===== src/rtl/sadc_pkg.sv =====
package sadc_pkg;
  typedef enum logic [1:0] {
    PH_IDLE  = 2'd0,
    PH_TRACK = 2'd1,
    PH_HOLD  = 2'd2,
    PH_REST  = 2'd3
  } phase_e;
endpackage


===== src/rtl/sadc_sync.sv =====
module sadc_sync #(
  parameter int W = 1,
  parameter int STAGES = 2,
  parameter logic [W-1:0] RST_VAL = '0
) (
  input  logic         clk,
  input  logic         rst,
  input  logic [W-1:0] d,
  output logic [W-1:0] q
);
  logic [W-1:0] st [STAGES];

  always_ff @(posedge clk) begin
    if (rst) st[0] <= RST_VAL;
    else     st[0] <= d;
  end

  for (genvar g = 1; g < STAGES; g++) begin : g_stage
    always_ff @(posedge clk) begin
      if (rst) st[g] <= RST_VAL;
      else     st[g] <= st[g-1];
    end
  end

  assign q = st[STAGES-1];
endmodule


===== src/rtl/sadc_seq.sv =====
module sadc_seq
  import sadc_pkg::*;
#(
  parameter int WORD_LEN  = 16,
  parameter int TRACK_CYC = 3,
  parameter int CNT_W     = 5
) (
  input  logic             clk,
  input  logic             rst,
  input  logic             active_i,
  input  logic             fall_i,
  output logic [CNT_W-1:0] cnt_o,
  output logic [CNT_W-1:0] pos_nxt_o,
  output logic             conv_start_o,
  output logic             track_o,
  output logic             pdn_o
);
  localparam logic [CNT_W-1:0] LAST = CNT_W'(WORD_LEN);
  localparam logic [CNT_W-1:0] TEND = CNT_W'(TRACK_CYC);

  logic [CNT_W-1:0] cnt_q, pos_nxt;
  logic             wrap;
  phase_e           ph_q, ph_nxt;

  always_comb begin
    wrap = (cnt_q == '0) || (cnt_q == LAST);
    if (!active_i)   pos_nxt = '0;
    else if (fall_i) pos_nxt = wrap ? CNT_W'(1) : cnt_q + CNT_W'(1);
    else             pos_nxt = cnt_q;

    if (pos_nxt == '0)        ph_nxt = PH_IDLE;
    else if (pos_nxt <= TEND) ph_nxt = PH_TRACK;
    else if (pos_nxt == LAST) ph_nxt = PH_REST;
    else                      ph_nxt = PH_HOLD;
  end

  always_ff @(posedge clk) begin
    if (rst) begin
      cnt_q <= '0;
      ph_q  <= PH_IDLE;
    end else begin
      cnt_q <= pos_nxt;
      ph_q  <= ph_nxt;
    end
  end

  assign cnt_o        = cnt_q;
  assign pos_nxt_o    = pos_nxt;
  assign conv_start_o = active_i && fall_i && wrap;
  assign track_o      = (ph_q == PH_TRACK);
  assign pdn_o        = (ph_q == PH_IDLE) || (ph_q == PH_REST);

  a_r1_cnt_bound: assert property (@(posedge clk) disable iff (rst)
    cnt_q <= LAST);
  a_r1_cnt_step: assert property (@(posedge clk) disable iff (rst)
    (active_i && fall_i && cnt_q != '0 && cnt_q != LAST) |=>
      (cnt_q == $past(cnt_q) + CNT_W'(1)));
  a_r7_idle_pd: assert property (@(posedge clk) disable iff (rst)
    !active_i |=> (pdn_o && !track_o));
endmodule


===== src/rtl/sadc_ctrl.sv =====
module sadc_ctrl #(
  parameter int CTRL_BITS = 8,
  parameter int SEL_LSB   = 3,
  parameter int CH_W      = 2,
  parameter int CNT_W     = 5
) (
  input  logic             clk,
  input  logic             rst,
  input  logic             rise_i,
  input  logic [CNT_W-1:0] cnt_i,
  input  logic             sdi_i,
  input  logic             conv_start_i,
  output logic [CH_W-1:0]  chan_o
);
  // field bit j (MSB-first byte) arrives on rising edge CTRL_BITS-j
  localparam logic [CNT_W-1:0] R_LO  = CNT_W'(CTRL_BITS - (SEL_LSB + CH_W - 1));
  localparam logic [CNT_W-1:0] R_HI  = CNT_W'(CTRL_BITS - SEL_LSB);
  localparam logic [CNT_W-1:0] R_END = CNT_W'(CTRL_BITS);

  logic [CH_W-1:0] field_q, pend_q, cur_q;

  always_ff @(posedge clk) begin
    if (rst) begin
      field_q <= '0;
      pend_q  <= '0;
      cur_q   <= '0;
    end else begin
      if (rise_i && cnt_i >= R_LO && cnt_i <= R_HI)
        field_q <= CH_W'({field_q, sdi_i});
      if (rise_i && cnt_i == R_END)
        pend_q <= field_q;
      if (conv_start_i)
        cur_q <= pend_q;
    end
  end

  assign chan_o = cur_q;

  a_r4_late_commit: assert property (@(posedge clk) disable iff (rst)
    !(rise_i && cnt_i == R_END) |=> $stable(pend_q));
endmodule


===== src/rtl/sadc_shift.sv =====
module sadc_shift #(
  parameter int DATA_W = 10,
  parameter int LEAD   = 4,
  parameter int CNT_W  = 5
) (
  input  logic              clk,
  input  logic              rst,
  input  logic              active_i,
  input  logic              fall_i,
  input  logic [CNT_W-1:0]  cnt_i,
  input  logic [CNT_W-1:0]  pos_nxt_i,
  input  logic [DATA_W-1:0] result_i,
  output logic              sdo_o,
  output logic              sdo_en_o
);
  localparam logic [CNT_W-1:0] P_CAP = CNT_W'(LEAD);
  localparam logic [CNT_W-1:0] P_LO  = CNT_W'(LEAD + 1);
  localparam logic [CNT_W-1:0] P_HI  = CNT_W'(LEAD + DATA_W);

  logic [DATA_W-1:0] word_q;
  logic              sdo_q, en_q;

  always_ff @(posedge clk) begin
    if (rst) begin
      word_q <= '0;
      sdo_q  <= 1'b0;
      en_q   <= 1'b0;
    end else begin
      en_q <= active_i;
      if (!active_i) begin
        sdo_q <= 1'b0;
      end else if (fall_i) begin
        if (pos_nxt_i == P_CAP) begin
          word_q <= result_i;
          sdo_q  <= 1'b0;
        end else if (pos_nxt_i >= P_LO && pos_nxt_i <= P_HI) begin
          sdo_q  <= word_q[DATA_W-1];
          word_q <= {word_q[DATA_W-2:0], 1'b0};
        end else begin
          sdo_q <= 1'b0;
        end
      end
    end
  end

  assign sdo_o    = sdo_q;
  assign sdo_en_o = en_q;

  a_r3_zero_pad: assert property (@(posedge clk) disable iff (rst)
    !(cnt_i >= P_LO && cnt_i <= P_HI) |-> !sdo_q);
  a_r10_word_frozen: assert property (@(posedge clk) disable iff (rst)
    (!fall_i && active_i) |=> $stable(word_q));
endmodule


===== src/rtl/sadc_frame_ctrl.sv =====
module sadc_frame_ctrl #(
  parameter int DATA_W      = 10,
  parameter int CH_W        = 2,
  parameter int WORD_LEN    = 16,
  parameter int TRACK_CYC   = 3,
  parameter int CTRL_BITS   = 8,
  parameter int SEL_LSB     = 3,
  parameter int SYNC_STAGES = 2
) (
  input  logic              clk,
  input  logic              rst,
  input  logic              cs_n_i,
  input  logic              sclk_i,
  input  logic              sdi_i,
  input  logic [DATA_W-1:0] result_i,
  output logic              sdo_o,
  output logic              sdo_en_o,
  output logic [CH_W-1:0]   conv_chan_o,
  output logic              track_o,
  output logic              pdn_o
);
  localparam int CNT_W = $clog2(WORD_LEN + 1);
  localparam int LEAD  = TRACK_CYC + 1;
  localparam logic [CNT_W-1:0] LAST = CNT_W'(WORD_LEN);

  logic [2:0]       pins_s;
  logic             cs_s, sclk_s, sdi_s;
  logic             gclk, gclk_d, active, fall, rise;
  logic [CNT_W-1:0] cnt, pos_nxt;
  logic             conv_start;

  sadc_sync #(.W(3), .STAGES(SYNC_STAGES), .RST_VAL(3'b100)) u_sync (
    .clk (clk),
    .rst (rst),
    .d   ({cs_n_i, sclk_i, sdi_i}),
    .q   (pins_s)
  );
  assign {cs_s, sclk_s, sdi_s} = pins_s;

  // serial clock held high while deselected: a low clock makes CS fall an edge
  assign gclk   = sclk_s | cs_s;
  assign active = !cs_s;

  always_ff @(posedge clk) begin
    if (rst) gclk_d <= 1'b1;
    else     gclk_d <= gclk;
  end

  assign fall = gclk_d && !gclk;
  assign rise = !gclk_d && gclk && active;

  sadc_seq #(.WORD_LEN(WORD_LEN), .TRACK_CYC(TRACK_CYC), .CNT_W(CNT_W)) u_seq (
    .clk          (clk),
    .rst          (rst),
    .active_i     (active),
    .fall_i       (fall),
    .cnt_o        (cnt),
    .pos_nxt_o    (pos_nxt),
    .conv_start_o (conv_start),
    .track_o      (track_o),
    .pdn_o        (pdn_o)
  );

  sadc_ctrl #(.CTRL_BITS(CTRL_BITS), .SEL_LSB(SEL_LSB), .CH_W(CH_W), .CNT_W(CNT_W)) u_ctrl (
    .clk          (clk),
    .rst          (rst),
    .rise_i       (rise),
    .cnt_i        (cnt),
    .sdi_i        (sdi_s),
    .conv_start_i (conv_start),
    .chan_o       (conv_chan_o)
  );

  sadc_shift #(.DATA_W(DATA_W), .LEAD(LEAD), .CNT_W(CNT_W)) u_shift (
    .clk       (clk),
    .rst       (rst),
    .active_i  (active),
    .fall_i    (fall),
    .cnt_i     (cnt),
    .pos_nxt_i (pos_nxt),
    .result_i  (result_i),
    .sdo_o     (sdo_o),
    .sdo_en_o  (sdo_en_o)
  );

  a_r2_released_idle: assert property (@(posedge clk) disable iff (rst)
    cs_s |=> !sdo_en_o);
  a_r6_track_awake: assert property (@(posedge clk) disable iff (rst)
    track_o |-> !pdn_o);
  a_r5_chan_steady: assert property (@(posedge clk) disable iff (rst)
    (fall && cnt != '0 && cnt != LAST) |=> $stable(conv_chan_o));
  a_r9_reset_quiet: assert property (@(posedge clk)
    $past(rst) |-> (!sdo_en_o && !sdo_o && conv_chan_o == '0));
endmodule


===== config.mk =====
export PLATFORM = sky130hd
export DESIGN_NAME = sadc_frame_ctrl
export DESIGN_NICKNAME = d
export VERILOG_FILES = /design/src/rtl/sadc_pkg.sv /design/src/rtl/sadc_sync.sv /design/src/rtl/sadc_seq.sv /design/src/rtl/sadc_ctrl.sv /design/src/rtl/sadc_shift.sv /design/src/rtl/sadc_frame_ctrl.sv
export SDC_FILE = /design/constraint.sdc
export NUM_CORES = 1
export LEC_CHECK = 0
export ABC_AREA = 1
export BUFFER_PORTS_ARGS = -buffer_cell sky130_fd_sc_hd__buf_2
export CAP_MARGIN = 5
export CORE_MARGIN = 3
export CORE_UTILIZATION = 45
export CTS_BUF_LIST = sky130_fd_sc_hd__clkbuf_2
export DETAILED_ROUTE_END_ITERATION = 8
export PLACE_DENSITY = 0.76
export SLEW_MARGIN = 0
export SYNTH_ARGS = -nofsm -noshare
export SYNTH_HDL_FRONTEND = slang
export SYNTH_SLANG_ARGS = --single-unit

===== constraint.sdc =====
create_clock -name clk -period 3.7 [get_ports clk]
set_clock_uncertainty 0.05 [all_clocks]
set_input_delay 0.185 -clock clk [delete_from_list [all_inputs] [get_ports clk]]
set_output_delay 0.185 -clock clk [all_outputs]
set_load 0.02 [all_outputs]

==> out/metrics.csv <==
metric;value;unit
outcome;finished, final reports clean;
Most used DFF post-synth;dfxtp_1;
Yosys cell types;24;
relative slew slack;68.83;%
placed wire-length estimate;2442;um
Comb power frac;6.6;%
Post-synth EDFFs;0;
Area contributors post-synth;dfxtp_1 38%, nor2_1 11%, nand2_1 9.9%, nand3_2 7.8%, inv_1 6.7%;
GP Congestion;0.9113;
Finished Core Util;53.46;%
Yosys top cell by area;dfxtp_1;
unrepaired setup endpoints after global routing;false;
clk_lat worst skew;370;ps
f_max;420.1;MHz
worst path required time;3930;ps
Avg WL per Cell;10.69;um
Worst path top cell family by delay;simple AND/OR/NAND/NOR gates;
final net count;280;
Rows;21;
number of setup buffers added after CTS;0;
critical setup path kind;reg2reg;
Slew @ Worst Pin;467.1;ps
Min Clock Period, post-route;2380;ps
Tot GR Track Use;16.65;%
CTS root buf;clkbuf_2;
global-route wire length before repair;5630;um
crit-path max cell delay;410;ps
DRC viols;0;
synth warn;0;
Worst EP arrival;2610;ps
sw frac;25.92;%
r2r startpoint;u_seq.cnt_o[0];
Leak;0.9741;nW
die height;66.95;um
synthesized net count;256;
Core Box Area;3468;um^2
Max Cap Viol;0;
final setup TNS;0;ps
Power Dens Cells;296.6;nW/um^2
Starting DRT DRC Count;48;
vias per cell;4.812;
cell area after synthesis;1672;um^2
P&R area growth vs syn;10.93;%
die area;4482;um^2
cts bufs inserted;5;
pin count of the biggest net entering global routing;18;
WP buf/inv;2;
register area share after synthesis;38.32;%
Gate Count Post-Synth;237;
die width;66.95;um
grt total ovfl;0;
crit path capture type;register;
async set-reset flop share out of synthesis;0;%
via count;1482;
vias in the first global route;1339;
I/O pins;21;
Synth Register Bits;32;
I/O Buffers;20;
H-tree levels;2;
cts hold-fix bufs;3;
Max Slew Vio Count;0;
CTS resizes;0;
syn avg cell area;7.053;um^2
final setup fails;0;
crit path cell chain;inv_1 -> ha_1 -> nand3_1 -> o21bai_2 -> nor2_4 -> nand2_2 -> nor2_4 -> nand3_2 -> nand2_1 -> inv_2 -> nor2_1 -> nor2_1;
critical path launch point type;register;
most common cell in the netlist;nor2_1;
Synth top area share;38.32;%
Fin. Hold Viols;0;
CTS clk-pin slew, worst paths;150;ps
Worst VDD drop;0.1670;mV
Post-DRT Antenna Nets;0;
Pre-antenna DRT Iters;4;
total wire length;3294;um
r2r setup slk;1320;ps
Psw;0.0001425;W
clock power share;29.1;%
Max FO, Critical Path;12;
worst hold path depth;3;
layout cells sized above 1;21.76;%
Hold WC Path Type;in2reg;
deepest clock path buffer count;2;
min-delay src;result_i[0];
Sink Count;32;
period utilization;64.33;%
Pwr Total;0.0005499;W
initial core utilization;48.20;%
initial antenna violation count;0;
CTS tree;done;
Internal;0.0004074;W
# diodes;0;
sequential share of power;64.3;%
CP max-delay cell;dfxtp_1;
reg2reg path depth;12;
Commonest cells post-synth;49 x nor2_1, 44 x nand2_1, 32 x dfxtp_1;
worst hold endpoint;u_shift.word_q[0];
Critical R2R Capture;u_shift.word_q[9];
## cells in the final DEF, fill, tap and decap left out, drive strengths merged, types with 2 or more instances in the layout
cell type / n
nand4: 4
o21ai: 9
nand2: 52
inv: 33
clkbuf: 5
dfxtp: 32
nor2: 52
dlygate4sd3: 3
or2: 2
clkinv: 3
nand3: 33
buf: 20
a21oi: 3
ha: 4
nor3: 4
## power by group through the flow
| stage | registers [W] | logic, W | clock network [W] |
|---|---|---|---|
| 2_1_floorplan | 0.000362 | 0.0000193 | 0 |
| 3_3_place_gp | 0.000361 | 0.0000334 | 0 |
| 3_5_place_dp | 0.000361 | 0.0000339 | 0 |
| 4_1_cts | 0.000354 | 0.0000363 | 0.000167 |
| 5_1_grt | 0.000355 | 0.0000400 | 0.000187 |
| 6_report | 0.000354 | 0.0000360 | 0.000160 |
## kinds of logic (layout without fill, tap and decap cells)
group | after synthesis | after routing | share of synthesized area [%]
AO/OA/AOI/OAI | 14 | 14 | 4.715
AND/OR/NAND/NOR | 147 | 147 | 43.41
buffers and inverters | 39 | 64 | 10.03
flip-flops | 32 | 32 | 38.32
XOR/XNOR | 1 | 1 | 0.5240
adder cells (fa/ha/maj) | 4 | 4 | 2.994
## state kept, by name, summed over array words and instances, names as in the netlist
name,cells
u_sync.st,6
u_shift.sdo_en_o,1
u_shift.sdo_o,1
u_ctrl.chan_o,2
u_seq.ph_q,2
u_seq.cnt_o,5
u_ctrl.field_q,2
u_shift.word_q,10
u_ctrl.pend_q,2
gclk_d,1
## cell type report
class,instances,area (um^2)
Sequential cell,32,640.6
Timing Repair Buffer,23,130.1
Multi-Input combinational cell,166,863.3
Fill cell,367,1614
Clock inverter,3,13.76
Tap cell,46,57.56
Inverter,33,123.9
Clock buffer,5,25.02
## worst register-to-register path, stage by stage, from the launching register on
cell	delay [ps]
dfxtp_1	410
inv_1	90
ha_1	230
nand3_1	160
o21bai_2	130
nor2_4	170
nand2_2	80
nor2_4	240
nand3_2	330
nand2_1	180
inv_2	90
nor2_1	100
nor2_1	50
## through the flow
stage | worst slack, ps | cell area [um^2] | hold WS (ps) | std cells
5_1_grt | 1011 | 1854 | 57.80 | 308
3_3_place_gp | 1424 | 1785 | 317.9 | 297
3_5_place_dp | 1337 | 1785 | 329.9 | 297
2_1_floorplan | 1973 | 1672 | 209.7 | 237
4_1_cts | 1306 | 1854 | 28.06 | 308
6_report | 1320 | 1854 | 44.05 | 308
## worst max-delay path by stage
stage | from | endpoint | slack (ps) | depth (start not counted)
floorplan | u_seq.cnt_o[0] | u_shift.word_q[0] | 1970 | 11
detailed placement | u_seq.cnt_o[0] | u_shift.word_q[9] | 1340 | 12
global route | u_seq.cnt_o[0] | u_shift.word_q[5] | 1010 | 12
CTS | u_seq.cnt_o[0] | u_shift.word_q[9] | 1310 | 12
finish | u_seq.cnt_o[0] | u_shift.word_q[9] | 1320 | 12
global placement | u_seq.cnt_o[0] | u_shift.word_q[7] | 1420 | 12
## metal layers
metal,wire length [um],GRT usage [%],vias to the layer above
li1,-,-,782
met1,1622,21.89,650
met2,1435,25.12,42
met3,167,3.710,8
met4,68,8.861,0
met5,0,0,-
(Power assumes the default switching activity.)
